[src/rtl/msi_cap_pkg.sv]
package msi_cap_pkg;
  localparam int OFF_ADDR   = 'h820;
  localparam int OFF_ENABLE = 'h828;
  localparam int OFF_MASK   = 'h82C;
  localparam int OFF_PEND   = 'h830;
endpackage

[src/rtl/msi_cap_regs.sv]
module msi_cap_regs
  import msi_cap_pkg::*;
#(
  parameter int REG_AW = 12,
  parameter int DATA_W = 32,
  parameter int ADDR_W = 64
) (
  input  logic              clk,
  input  logic              rst_n,
  input  logic              reg_wr,
  input  logic              reg_rd,
  input  logic [REG_AW-1:0] reg_addr,
  input  logic [DATA_W-1:0] reg_wdata,
  input  logic [DATA_W-1:0] pend_q,
  output logic [DATA_W-1:0] reg_rdata,
  output logic              reg_rvalid,
  output logic [ADDR_W-1:0] bell_addr,
  output logic [DATA_W-1:0] enable_q,
  output logic [DATA_W-1:0] mask_q,
  output logic              pend_wr,
  output logic [DATA_W-1:0] pend_wdata
);
  localparam int NWORD = ADDR_W / DATA_W;
  localparam int BYTES = DATA_W / 8;

  logic [NWORD-1:0]  word_sel;
  logic              en_sel, mask_sel, pend_sel;
  logic [DATA_W-1:0] rd_word;

  assign en_sel   = reg_addr == REG_AW'(OFF_ENABLE);
  assign mask_sel = reg_addr == REG_AW'(OFF_MASK);
  assign pend_sel = reg_addr == REG_AW'(OFF_PEND);

  // one register per doorbell address word
  for (genvar gi = 0; gi < NWORD; gi++) begin : g_word
    assign word_sel[gi] = reg_addr == REG_AW'(OFF_ADDR + gi * BYTES);
    always_ff @(posedge clk) begin
      if (!rst_n)
        bell_addr[gi*DATA_W +: DATA_W] <= '0;
      else if (reg_wr && word_sel[gi])
        bell_addr[gi*DATA_W +: DATA_W] <= reg_wdata;
    end
  end

  always_ff @(posedge clk) begin
    if (!rst_n) begin
      enable_q <= '0;
      mask_q   <= '0;
    end else if (reg_wr) begin
      if (en_sel)   enable_q <= reg_wdata;
      if (mask_sel) mask_q   <= reg_wdata;
    end
  end

  assign pend_wr    = reg_wr && pend_sel;
  assign pend_wdata = reg_wdata;

  always_comb begin
    rd_word = '0;
    for (int i = 0; i < NWORD; i++)
      if (word_sel[i]) rd_word = bell_addr[i*DATA_W +: DATA_W];
    if (en_sel)   rd_word = enable_q;
    if (mask_sel) rd_word = mask_q;
    if (pend_sel) rd_word = pend_q;
  end

  always_ff @(posedge clk) begin
    if (!rst_n) begin
      reg_rdata  <= '0;
      reg_rvalid <= 1'b0;
    end else begin
      reg_rvalid <= reg_rd;
      if (reg_rd) reg_rdata <= rd_word;
    end
  end

  p_rvalid_follows_r2: assert property (@(posedge clk) disable iff (!rst_n)
    reg_rd |=> reg_rvalid);

  if (NWORD > 1) begin : g_half_chk
    // writing the low word leaves the upper words untouched
    p_low_keeps_high_r3: assert property (@(posedge clk) disable iff (!rst_n)
      (reg_wr && word_sel[0]) |=> $stable(bell_addr[ADDR_W-1:DATA_W]));
  end
endmodule

[src/rtl/msi_cap_match.sv]
module msi_cap_match #(
  parameter int DATA_W = 32,
  parameter int ADDR_W = 64
) (
  input  logic                     clk,
  input  logic                     rst_n,
  input  logic [ADDR_W-1:0]        bell_addr,
  input  logic [DATA_W-1:0]        enable_q,
  input  logic                     in_valid,
  output logic                     in_ready,
  input  logic                     in_write,
  input  logic [ADDR_W-1:0]        in_addr,
  input  logic [DATA_W-1:0]        in_data,
  input  logic [DATA_W/8-1:0]      in_strb,
  output logic                     out_valid,
  input  logic                     out_ready,
  output logic                     out_write,
  output logic [ADDR_W-1:0]        out_addr,
  output logic [DATA_W-1:0]        out_data,
  output logic [DATA_W/8-1:0]      out_strb,
  output logic                     cap_fire,
  output logic [$clog2(DATA_W)-1:0] cap_vec,
  output logic                     cap_in_range
);
  localparam int STRB_W  = DATA_W / 8;
  localparam int ALIGN_W = $clog2(STRB_W);
  localparam int VEC_W   = $clog2(DATA_W);

  logic addr_hit, full_word, armed, hit;

  assign addr_hit  = (in_addr == bell_addr) && (in_addr[ALIGN_W-1:0] == '0);
  assign full_word = &in_strb;
  assign armed     = |enable_q;
  assign hit       = in_write && addr_hit && full_word && armed;

  assign cap_fire     = in_valid && hit;
  assign cap_vec      = in_data[VEC_W-1:0];
  assign cap_in_range = (in_data >> VEC_W) == '0;

  assign out_valid = in_valid && !hit;
  assign in_ready  = hit || out_ready;
  assign out_write = in_write;
  assign out_addr  = in_addr;
  assign out_data  = in_data;
  assign out_strb  = in_strb;

  p_idle_forward_r7: assert property (@(posedge clk) disable iff (!rst_n)
    (in_valid && enable_q == '0) |-> out_valid);
  p_read_forward_r9: assert property (@(posedge clk) disable iff (!rst_n)
    (in_valid && !in_write) |-> out_valid);
  p_backpressure_r13: assert property (@(posedge clk) disable iff (!rst_n)
    out_valid |-> (in_ready == out_ready));
endmodule

[src/rtl/msi_cap_pend.sv]
module msi_cap_pend #(
  parameter int DATA_W = 32
) (
  input  logic                      clk,
  input  logic                      rst_n,
  input  logic                      cap_fire,
  input  logic [$clog2(DATA_W)-1:0] cap_vec,
  input  logic                      cap_in_range,
  input  logic [DATA_W-1:0]         enable_q,
  input  logic [DATA_W-1:0]         mask_q,
  input  logic                      pend_wr,
  input  logic [DATA_W-1:0]         pend_wdata,
  output logic [DATA_W-1:0]         pend_q,
  output logic                      irq
);
  localparam int VEC_W = $clog2(DATA_W);

  logic [DATA_W-1:0] set_bit, pend_d;

  for (genvar gi = 0; gi < DATA_W; gi++) begin : g_bit
    assign set_bit[gi] = cap_fire && cap_in_range &&
                         (cap_vec == VEC_W'(gi)) && enable_q[gi];
    // toggle first, capture ORed last so a new event is never lost
    assign pend_d[gi]  = (pend_wr ? (pend_q[gi] ^ pend_wdata[gi]) : pend_q[gi])
                         | set_bit[gi];
  end

  always_ff @(posedge clk) begin
    if (!rst_n) pend_q <= '0;
    else        pend_q <= pend_d;
  end

  assign irq = |(pend_q & ~mask_q);

  p_set_needs_enable_r5: assert property (@(posedge clk) disable iff (!rst_n)
    !$past(pend_wr) |-> ((pend_q & ~$past(pend_q) & ~$past(enable_q)) == '0));
  p_one_vector_r4: assert property (@(posedge clk) disable iff (!rst_n)
    !$past(pend_wr) |-> ($countones(pend_q & ~$past(pend_q)) <= 1));
  p_quiet_when_clear_r10: assert property (@(posedge clk) disable iff (!rst_n)
    (pend_q == '0) |-> !irq);
endmodule

[src/rtl/msi_capture_ctrl.sv]
module msi_capture_ctrl #(
  parameter int REG_AW = 12,
  parameter int DATA_W = 32,
  parameter int ADDR_W = 64
) (
  input  logic                clk,
  input  logic                rst_n,
  input  logic                reg_wr,
  input  logic                reg_rd,
  input  logic [REG_AW-1:0]   reg_addr,
  input  logic [DATA_W-1:0]   reg_wdata,
  output logic [DATA_W-1:0]   reg_rdata,
  output logic                reg_rvalid,
  input  logic                in_valid,
  output logic                in_ready,
  input  logic                in_write,
  input  logic [ADDR_W-1:0]   in_addr,
  input  logic [DATA_W-1:0]   in_data,
  input  logic [DATA_W/8-1:0] in_strb,
  output logic                out_valid,
  input  logic                out_ready,
  output logic                out_write,
  output logic [ADDR_W-1:0]   out_addr,
  output logic [DATA_W-1:0]   out_data,
  output logic [DATA_W/8-1:0] out_strb,
  output logic                irq
);
  localparam int VEC_W = $clog2(DATA_W);

  logic [ADDR_W-1:0] bell_addr;
  logic [DATA_W-1:0] enable_q, mask_q, pend_q, pend_wdata;
  logic              pend_wr, cap_fire, cap_in_range;
  logic [VEC_W-1:0]  cap_vec;

  msi_cap_regs #(.REG_AW(REG_AW), .DATA_W(DATA_W), .ADDR_W(ADDR_W)) u_regs (
    .clk(clk), .rst_n(rst_n), .reg_wr(reg_wr), .reg_rd(reg_rd),
    .reg_addr(reg_addr), .reg_wdata(reg_wdata), .pend_q(pend_q),
    .reg_rdata(reg_rdata), .reg_rvalid(reg_rvalid), .bell_addr(bell_addr),
    .enable_q(enable_q), .mask_q(mask_q), .pend_wr(pend_wr),
    .pend_wdata(pend_wdata)
  );

  msi_cap_match #(.DATA_W(DATA_W), .ADDR_W(ADDR_W)) u_match (
    .clk(clk), .rst_n(rst_n), .bell_addr(bell_addr), .enable_q(enable_q),
    .in_valid(in_valid), .in_ready(in_ready), .in_write(in_write),
    .in_addr(in_addr), .in_data(in_data), .in_strb(in_strb),
    .out_valid(out_valid), .out_ready(out_ready), .out_write(out_write),
    .out_addr(out_addr), .out_data(out_data), .out_strb(out_strb),
    .cap_fire(cap_fire), .cap_vec(cap_vec), .cap_in_range(cap_in_range)
  );

  msi_cap_pend #(.DATA_W(DATA_W)) u_pend (
    .clk(clk), .rst_n(rst_n), .cap_fire(cap_fire), .cap_vec(cap_vec),
    .cap_in_range(cap_in_range), .enable_q(enable_q), .mask_q(mask_q),
    .pend_wr(pend_wr), .pend_wdata(pend_wdata), .pend_q(pend_q), .irq(irq)
  );

  p_reset_quiet_r1: assert property (@(posedge clk)
    !rst_n |=> (!irq && bell_addr == '0 && enable_q == '0));
endmodule

[config.mk]
export PLATFORM = sky130hd
export DESIGN_NAME = msi_capture_ctrl
export DESIGN_NICKNAME = d
export VERILOG_FILES = /design/src/rtl/msi_cap_pkg.sv /design/src/rtl/msi_cap_regs.sv /design/src/rtl/msi_cap_match.sv /design/src/rtl/msi_cap_pend.sv /design/src/rtl/msi_capture_ctrl.sv
export SDC_FILE = /design/constraint.sdc
export NUM_CORES = 1
export LEC_CHECK = 0
export ABC_AREA = 1
export BUFFER_PORTS_ARGS = -buffer_cell sky130_fd_sc_hd__buf_2
export CAP_MARGIN = 20
export CORE_UTILIZATION = 34
export DETAILED_ROUTE_END_ITERATION = 8
export SETUP_SLACK_MARGIN = 0.5
export SLEW_MARGIN = 20
export SYNTH_ARGS = -nofsm -noshare
export SYNTH_HDL_FRONTEND = slang
export SYNTH_SLANG_ARGS = --single-unit
[constraint.sdc]
create_clock -name clk -period 2.9 [get_ports clk]
set_input_delay 0.145 -clock clk [delete_from_list [all_inputs] [get_ports clk]]
set_output_delay 0.145 -clock clk [all_outputs]
set_load 0.01 [all_outputs]
# --- Yosys cells after proc, flatten, opt, wreduce, memory -nomap -nowiden ---
# Index checks and enable logic that the tools add are counted.
totals:
  inputBits: 151
  regBits: 193
classes:
  n_reduce_logical: 84
  bitwise_logic: 66
  eq_ne: 37
  muxes: 37
ops:
  columns: ["cell", "n"]
  rows:
  - ["32-bit two-way mux", 5]
  - ["5-bit == test (second input constant)", 16]
  - ["1-bit logical AND", 74]
  - ["64-bit == test", 1]
  - ["32-bit OR reduction", 2]
  - ["12-bit == test (second input constant)", 5]
  - ["5-bit by 4-bit == test with 1-bit output (second input constant)", 8]
  - ["32-bit bitwise AND", 1]
  - ["32-bit logical NOT", 1]
  - ["1-bit two-way mux", 32]
  - ["32-bit inverter", 1]
  - ["1-bit OR", 32]
  - ["1-bit XOR", 32]
  - ["5-bit by 3-bit == test with 1-bit output (second input constant)", 4]
  - ["5-bit by 2-bit == test with 1-bit output (second input constant)", 2]
  - ["5-bit by 1-bit == test with 1-bit output (second input constant)", 1]
  - ["5-bit logical NOT", 1]
  - ["2-bit AND reduction", 2]
  - ["4-bit AND reduction", 1]
  - ["2-bit logical NOT", 1]
  - ["1-bit logical NOT", 1]
  - ["1-bit logical OR", 1]

# --- Depth between registers and ports, before layout ---
# Gate-level depths: netlist of run 1.
logic_depth:
  word_depth: 10
  mapped_depth: 12

# --- Cells and area by module ---
# Synthesis of run 1 repeated with hierarchy kept, for this count alone.
unflattened:
  hier_cells: 1905
  hier_area_um2: 12554.5
by_module_without_submodules:
  columns: ["mod", "seq_area_each_um2", "area_per_inst_um2", "n_inst", "cells_each"]
  rows:
  - ["msi_cap_regs", 3223.1, 8155.3, 1, 1118]
  - ["msi_cap_match", 0.0, 2483.6, 1, 494]
  - ["msi_cap_pend", 640.6, 1915.6, 1, 293]

# --- Worst setup path after synthesis of run 1 ---
# No wires, ideal clock.
synth_path:
  path_type: "register to output"
  from: "register u_regs.bell_addr[36]"
  to: "output in_ready"
  path_stages_with_launch: 11
  setup_slack_ns: 1.427
  path_buffers: 1
  t_arrival_ns: 1.328
  cell_sequence: "dfxtp_1 inv_1 nand2_1 nand2_1 nor3_1 nand2_1 nor2_1 nand2_1 nor2_2 buf_2 a21o_1"
synth_via:
  elab_chain_cells: 6
synth_rtl:
  columns: ["element", "line", "rtl"]
  rows:
  - ["start, declared", "msi_cap_regs.sv:17", "output logic [ADDR_W-1:0] bell_addr,"]
  - ["start signal, assigned by index", "msi_cap_regs.sv:41", "bell_addr[gi*DATA_W +: DATA_W] <= reg_wdata;"]
  - ["64-bit == test", "msi_cap_match.sv:31", "assign addr_hit = (in_addr == bell_addr) && (in_addr[ALIGN_W-1:0] == '0);"]
  - ["1-bit logical AND", "msi_cap_match.sv:31", null]
  - ["1-bit logical AND (3 in a row)", "msi_cap_match.sv:34", "assign hit = in_write && addr_hit && full_word && armed;"]
  - ["1-bit logical OR", "msi_cap_match.sv:41", "assign in_ready = hit || out_ready;"]
  - ["end, declared", "msi_capture_ctrl.sv:15", "output logic in_ready,"]
# Every way passes these cells.

# --- Final worst setup path of run 1 ---
layout_path:
  from: "register u_regs.bell_addr[29]"
  to: "output out_valid"
layout_via:
  elab_chain_cells: 7
layout_rtl:
  columns: ["element", "line", "rtl"]
  rows:
  - ["64-bit == test", "msi_cap_match.sv:31", null]
  - ["1-bit logical AND", "msi_cap_match.sv:31", null]
  - ["1-bit logical AND (3 in a row)", "msi_cap_match.sv:34", null]
  - ["1-bit logical NOT", "msi_cap_match.sv:40", "assign out_valid = in_valid && !hit;"]
  - ["1-bit logical AND", "msi_cap_match.sv:40", null]
  - ["end, declared", "msi_capture_ctrl.sv:20", "output logic out_valid,"]
# Every way passes these cells.

==> out/results.ini, run 1 <==
[die]
chipHeight_um=184
die_w_um=184
coreArea_um2=32500
ioPinCount=288
die_area_um2=33800
start_util=0.346
rows=66

[grt]
overflow=0
grt_pass1_wl_mm=58.4
first_global_vias=10400
grt_start_max_net_pins=66
antenna_found_initial=6
grtUsageTotal=0.226

[power]
powerDensity_nw_per_um2=417
leakage_nw=5.51
peakVddDrop_mv=0.389

[yosys]
syn-instance-count=1667
synth_area_leaders=dfxtp_1 (34%), nand2_1 (10%), nor2_1 (7.3%)
synth_top_area_share=0.343
ys_ff_latch=193
yosysSeqAreaShare=0.343
netlist_area_um2=11200
avgSynthCellArea_um2=6.75
yosys_warnings=0
yosys.area.top_type=dfxtp_1
syn-num-nets=1818
ys_types=35

[detailed_routing]
dr.pass1.iters=5
drt_iter0_drc=1031
dr_total_vias=11300
ant_nets=0
routed_via_density=5.00
post_drt_wl_per_cell_um=17.1
wl_mm=38.7
drc_errors=0

[placement]
dp_hpwl_mm=28.2
place_area_um2=12300
gp_congestion=0.913
port_buffers=287

[cts]
cts_made_buffers=17
holdBufCountCts=0
cts_root_buf=clkbuf_16
htreeDepth=4
clk_latency_ns=0.44
cts_tree=done
cts_max_path_buffers=2
clk_pin_slew_ns=0.07
clock_sinks=193

[critical_path]
required_ns=2.76
crit_path_start_kind=flip-flop
setup.worst_path.end_class=primary output
cp_max_fo=14
path_class=flip-flop to primary output
worstPathArrival_ns=2.16

[final_layout]
fill_cells=3526
drive_gt1_frac=0.218
multi_input_comb_area_um2=5510
nNetsFinal=1964
syn2layout_area_growth_pct=15.3
final_design_area_no_fill_um2=13000
seq_area_um2=3860

[timing]
slew_headroom=0.476
period_share=0.793
tightest_slew_ns=0.786
clock_skew_ns=0.00958
setup_viol_count_final=0
hold_viol=0
drv_slew=0
final.min_clock_period_ns=2.30
rsz0062_at_grt=no
fin_setup_tns_ns=0
timing.fmax_mhz=435

[run_status]
status=completed

[flow_run]
drv_cap=0

[min_path]
hold_class=primary input to flip-flop

## worst max-delay path, stage by stage, from the launching register on
cell,delay (ns)
dfxtp_1,0.34
inv_1,0.06
nand2_1,0.05
nand2_1,0.05
nor2_1,0.16
nand2_2,0.11
nor2_4,0.15
nand2_1,0.11
nor3_4,0.26
buf_12,0.18
a21boi_0,0.08
buf_2,0.14
## stage by stage
| step | instances | power, mW | utilization | setup slack [ns] | hold slack, ns |
|---|---|---|---|---|---|
| 2_1_floorplan | 1667 | 3.04 | - | 1.43 | 0.329 |
| 3_3_place_gp | 2229 | 3.23 | 0.377 | 0.560 | 0.451 |
| 3_5_place_dp | 2229 | 3.23 | 0.377 | 0.511 | 0.456 |
| 4_1_cts | 2258 | 5.44 | 0.395 | 0.507 | 0.0245 |
| 5_1_grt | 2267 | 5.58 | 0.398 | 0.487 | 0.0580 |
| 6_report | 2268 | 5.40 | 0.398 | 0.599 | 0.0328 |
## area by class of cell
cell class | count | share of cell area
timing repair buffer | 317 | 0.136
sequential | 193 | 0.298
clock inverter | 9 | 0.00695
multi-input combinational | 1087 | 0.425
clock buffer | 20 | 0.0337
inverter | 197 | 0.0572
tap | 442 | 0.0427
antenna | 3 | 0.000579
## power breakdown
part	total [mW]	internal (mW)	switching, mW
registers	2.65	2.65	0.000554
logic	0.522	0.179	0.343
clock network	2.23	1.17	1.06
## final timing paths
kind | start | to | slack (ns) | cells past startpoint
worst max register to register | u_regs.bell_addr[29] | u_pend.pend_q[25] | 0.93 | 12
worst min register to register | u_regs.reg_rdata[6] | u_regs.reg_rdata[6] | 0.46 | 2
worst min-delay path | reg_wdata[28] | u_regs.bell_addr[28] | 0.03 | 3
worst max-delay path | u_regs.bell_addr[29] | out_valid | 0.60 | 11
## cells in the final DEF, fill, tap and decap left out, types with 2 or more instances in the layout
cell        netlist  layout
nand2_1         310     309
buf_2            32     287
nor2_1          220     216
dfxtp_1         193     193
inv_1           193     192
a21oi_1         128     128
nand3_1         114     113
o21ai_0          77      77
xor2_1           48      48
nand4_1          39      39
a211oi_1         36      36
nor3_1           34      33
a211oi_2         28      28
buf_4           107      23
clkbuf_16         0      19
o22ai_1          13      13
o21ai_1           9       9
nor2_4            4       7
xnor2_1           5       5
nor4_1            5       5
clkinvlp_4        0       5
buf_12            0       5
nor3_4            3       4
diode_2           0       3
nor2_2            2       3
nand2_2           2       3
inv_2             3       3
clkbuf_1         39       3
o2111ai_1         2       2
nor3_2            2       2
clkinv_4          0       2
## Yosys cell counts, drive strengths merged
master / instances
nand2: 312
nor2: 226
inv: 196
dfxtp: 193
buf: 151
a21oi: 128
nand3: 115
o21ai: 86
a211oi: 64
xor2: 48
clkbuf: 39
nand4: 39
nor3: 39
o22ai: 13
nor4: 5
xnor2: 5
nand3b: 2
o2111ai: 2
a21boi: 1
a21o: 1
clkinv: 1
nor4b: 1
## metal layers
| layer | vias up | share of wire | track usage |
|---|---|---|---|
| met5 | - | 0.00059 | 0 |
| met4 | 4 | 0.020 | 0.0667 |
| met3 | 52 | 0.076 | 0.0410 |
| met2 | 508 | 0.47 | 0.374 |
| met1 | 5193 | 0.44 | 0.296 |
| li1 | 5586 | - | - |
## flip-flops by register name (all words and copies together) (netlist names)
register / cells
u_pend.pend_q: 32
u_regs.reg_rdata: 32
u_regs.reg_rvalid: 1
u_regs.bell_addr: 64
u_regs.enable_q: 32
u_regs.mask_q: 32
## kinds of logic after synthesis
family | count (synthesis) | share of synthesized area
and+or+nand+nor | 739 | 0.284
buffers and inverters | 387 | 0.170
AOI/OAI and AO/OA | 295 | 0.161
DFF | 193 | 0.343
xor gates and xnor gates | 53 | 0.0413
## what timing repair did
action,CTS,global route
cloned,0,2
endpoints found under the setup margin,3,2
gates resized for setup,9,6
pin swaps,0,3
setup buffers,0,5
(Power assumes the default switching activity.)
==> run 2: changes to the inputs <==
clock period = 2.2 ns   (was 2.9 ns; I/O delays follow)
==> run 2 against run 1 <==
Net effect:
- clock power increased by 56%
- worst hold slack got worse by 0.011 ns
- core utilization increased by 2.2 points
- sequential cell count unchanged
- clock-buffer cell count increased by 1
==> out/results.ini, run 2 (synthesis gave the netlist of run 1 again) <==
[run_status]
status=completed

[detailed_routing]
wl_mm=40.5
post_drt_wl_per_cell_um=17.7
dr_total_vias=11600
drc_errors=0
routed_via_density=5.07
ant_nets=0
drt_iter0_drc=985
dr.pass1.iters=5

[timing]
whs_ns=0.0220
period_share=0.960
timing.fmax_mhz=473
rsz0062_at_grt=yes
slew_headroom=0.557
clock_skew_ns=0.0122
final.min_clock_period_ns=2.11
hold_viol=0
fin_setup_tns_ns=0
tightest_slew_ns=0.664
drv_slew=0
setup_viol_count_final=0
setup_slack_ns=0.0874

[grt]
antenna_found_initial=0
grt_start_max_net_pins=66
grt_pass1_wl_mm=60.8
grtUsageTotal=0.235
overflow=0
first_global_vias=10700

[power]
powerDensity_nw_per_um2=560
leakage_nw=5.83
finalPower_mw=7.66
peakVddDrop_mv=0.502

[die]
coreArea_um2=32500
die_area_um2=33800
die_w_um=184
chipHeight_um=184
rows=66
ioPinCount=288
start_util=0.346

[final_layout]
n_antenna_cell=0
final_util=0.421
drive_gt1_frac=0.289
fill_cells=3416
final_cell_mix=nand2_1 (301), buf_2 (287), nor2_1 (207), inv_1 (178), dfxtp_1 (135)
syn2layout_area_growth_pct=21.6
nNetsFinal=1990
regMostFlops=u_regs.bell_addr
final_cells=2294
final_design_area_no_fill_um2=13700
seq_area_um2=3940
layout_commonest_cell=nand2_1
largest_reg_flops=64
multi_input_comb_area_um2=5700

[min_path]
hold_class=primary input to flip-flop

[flow_run]
drv_cap=0

[critical_path]
cp_max_fo=3
worstPathArrival_ns=2.00
path_buf_inv=2
crit_path_start_kind=flip-flop
path_cells=xor2_1, nor2_1, nand4_1, nor3_4, buf_6, a21o_1, buf_2
ff2ff_setup_slack_ns=0.14
path_class=flip-flop to primary output
setup.worst_path.end_class=primary output
slowest_delay_ns=0.34
slowest_stage=dfxtp_1
required_ns=2.09
critical_path.top_delay_family=simple AND/OR/NAND/NOR gates

[placement]
dp_hpwl_mm=29.5
gp_congestion=0.959
port_buffers=287
place_area_um2=12400
dpl.cell_count=2240
pre_cts_ws_ns=0.149

[cts]
clock_sinks=193
clk_pin_slew_ns=0.07
holdBufCountCts=0
cts_max_path_buffers=2
cts_tree=done
clk_latency_ns=0.44
cts_made_buffers=17
cts_root_buf=clkbuf_16
htreeDepth=4

[run 2: cell types whose count changed in the layout (fill, tap and decap cells not counted), moves of 7 or more]
cell,before,now
buf_4,23,34
dfxtp_1,193,135
dfxtp_2,0,56
inv_1,192,178
inv_2,3,17
nand2_1,309,301
nand2_2,3,11
nor2_1,216,207
nor2_2,3,10
o22ai_1,13,5
[run 2: final timing paths]
kind	start	endpoint	depth (start not counted)
worst max-delay path	u_regs.bell_addr[4]	in_ready	7
worst min-delay path	reg_wdata[0]	u_regs.bell_addr[0]	3
worst max register to register	u_regs.bell_addr[4]	u_pend.pend_q[1]	11
worst min register to register	u_regs.reg_rdata[2]	u_regs.reg_rdata[2]	2
[run 2: area by class of cell]
type / instances / area share
clock buffers: 21 / 0.0337
inverters: 197 / 0.0542
multi-input cells: 1087 / 0.417
flip-flops and latches: 193 / 0.288
repair buffers: 343 / 0.154
well taps: 442 / 0.0404
clock inverters: 11 / 0.0129
[run 2: what timing repair did]
| item | CTS | global route |
|---|---|---|
| endpoints found under the hold margin | 0 | 0 |
| endpoints found under the setup margin | 35 | 35 |
| pin swaps | 21 | 26 |
| buffers inserted | 14 | 4 |
| gates resized for setup | 69 | 77 |
| cloned | 4 | 0 |
[run 2: power breakdown]
group | internal (mW) | total, mW | switching [mW]
Clock | 1.98 | 3.47 | 1.49
Combinational | 0.243 | 0.707 | 0.464
Sequential | 3.49 | 3.49 | 0.000833
[run 2: tightest hold or removal path: stages]
cell     delay [ns]
buf_2          0.13
inv_1          0.11
a21oi_1        0.07
[run 2: metal layers]
layer  up-vias  routed length (um)  track usage
met5         -                   0            0
met4         0                1070       0.0797
met3        76                2950       0.0406
met2       525               19200        0.394
met1      5379               17300        0.304
li1       5657                   -            -
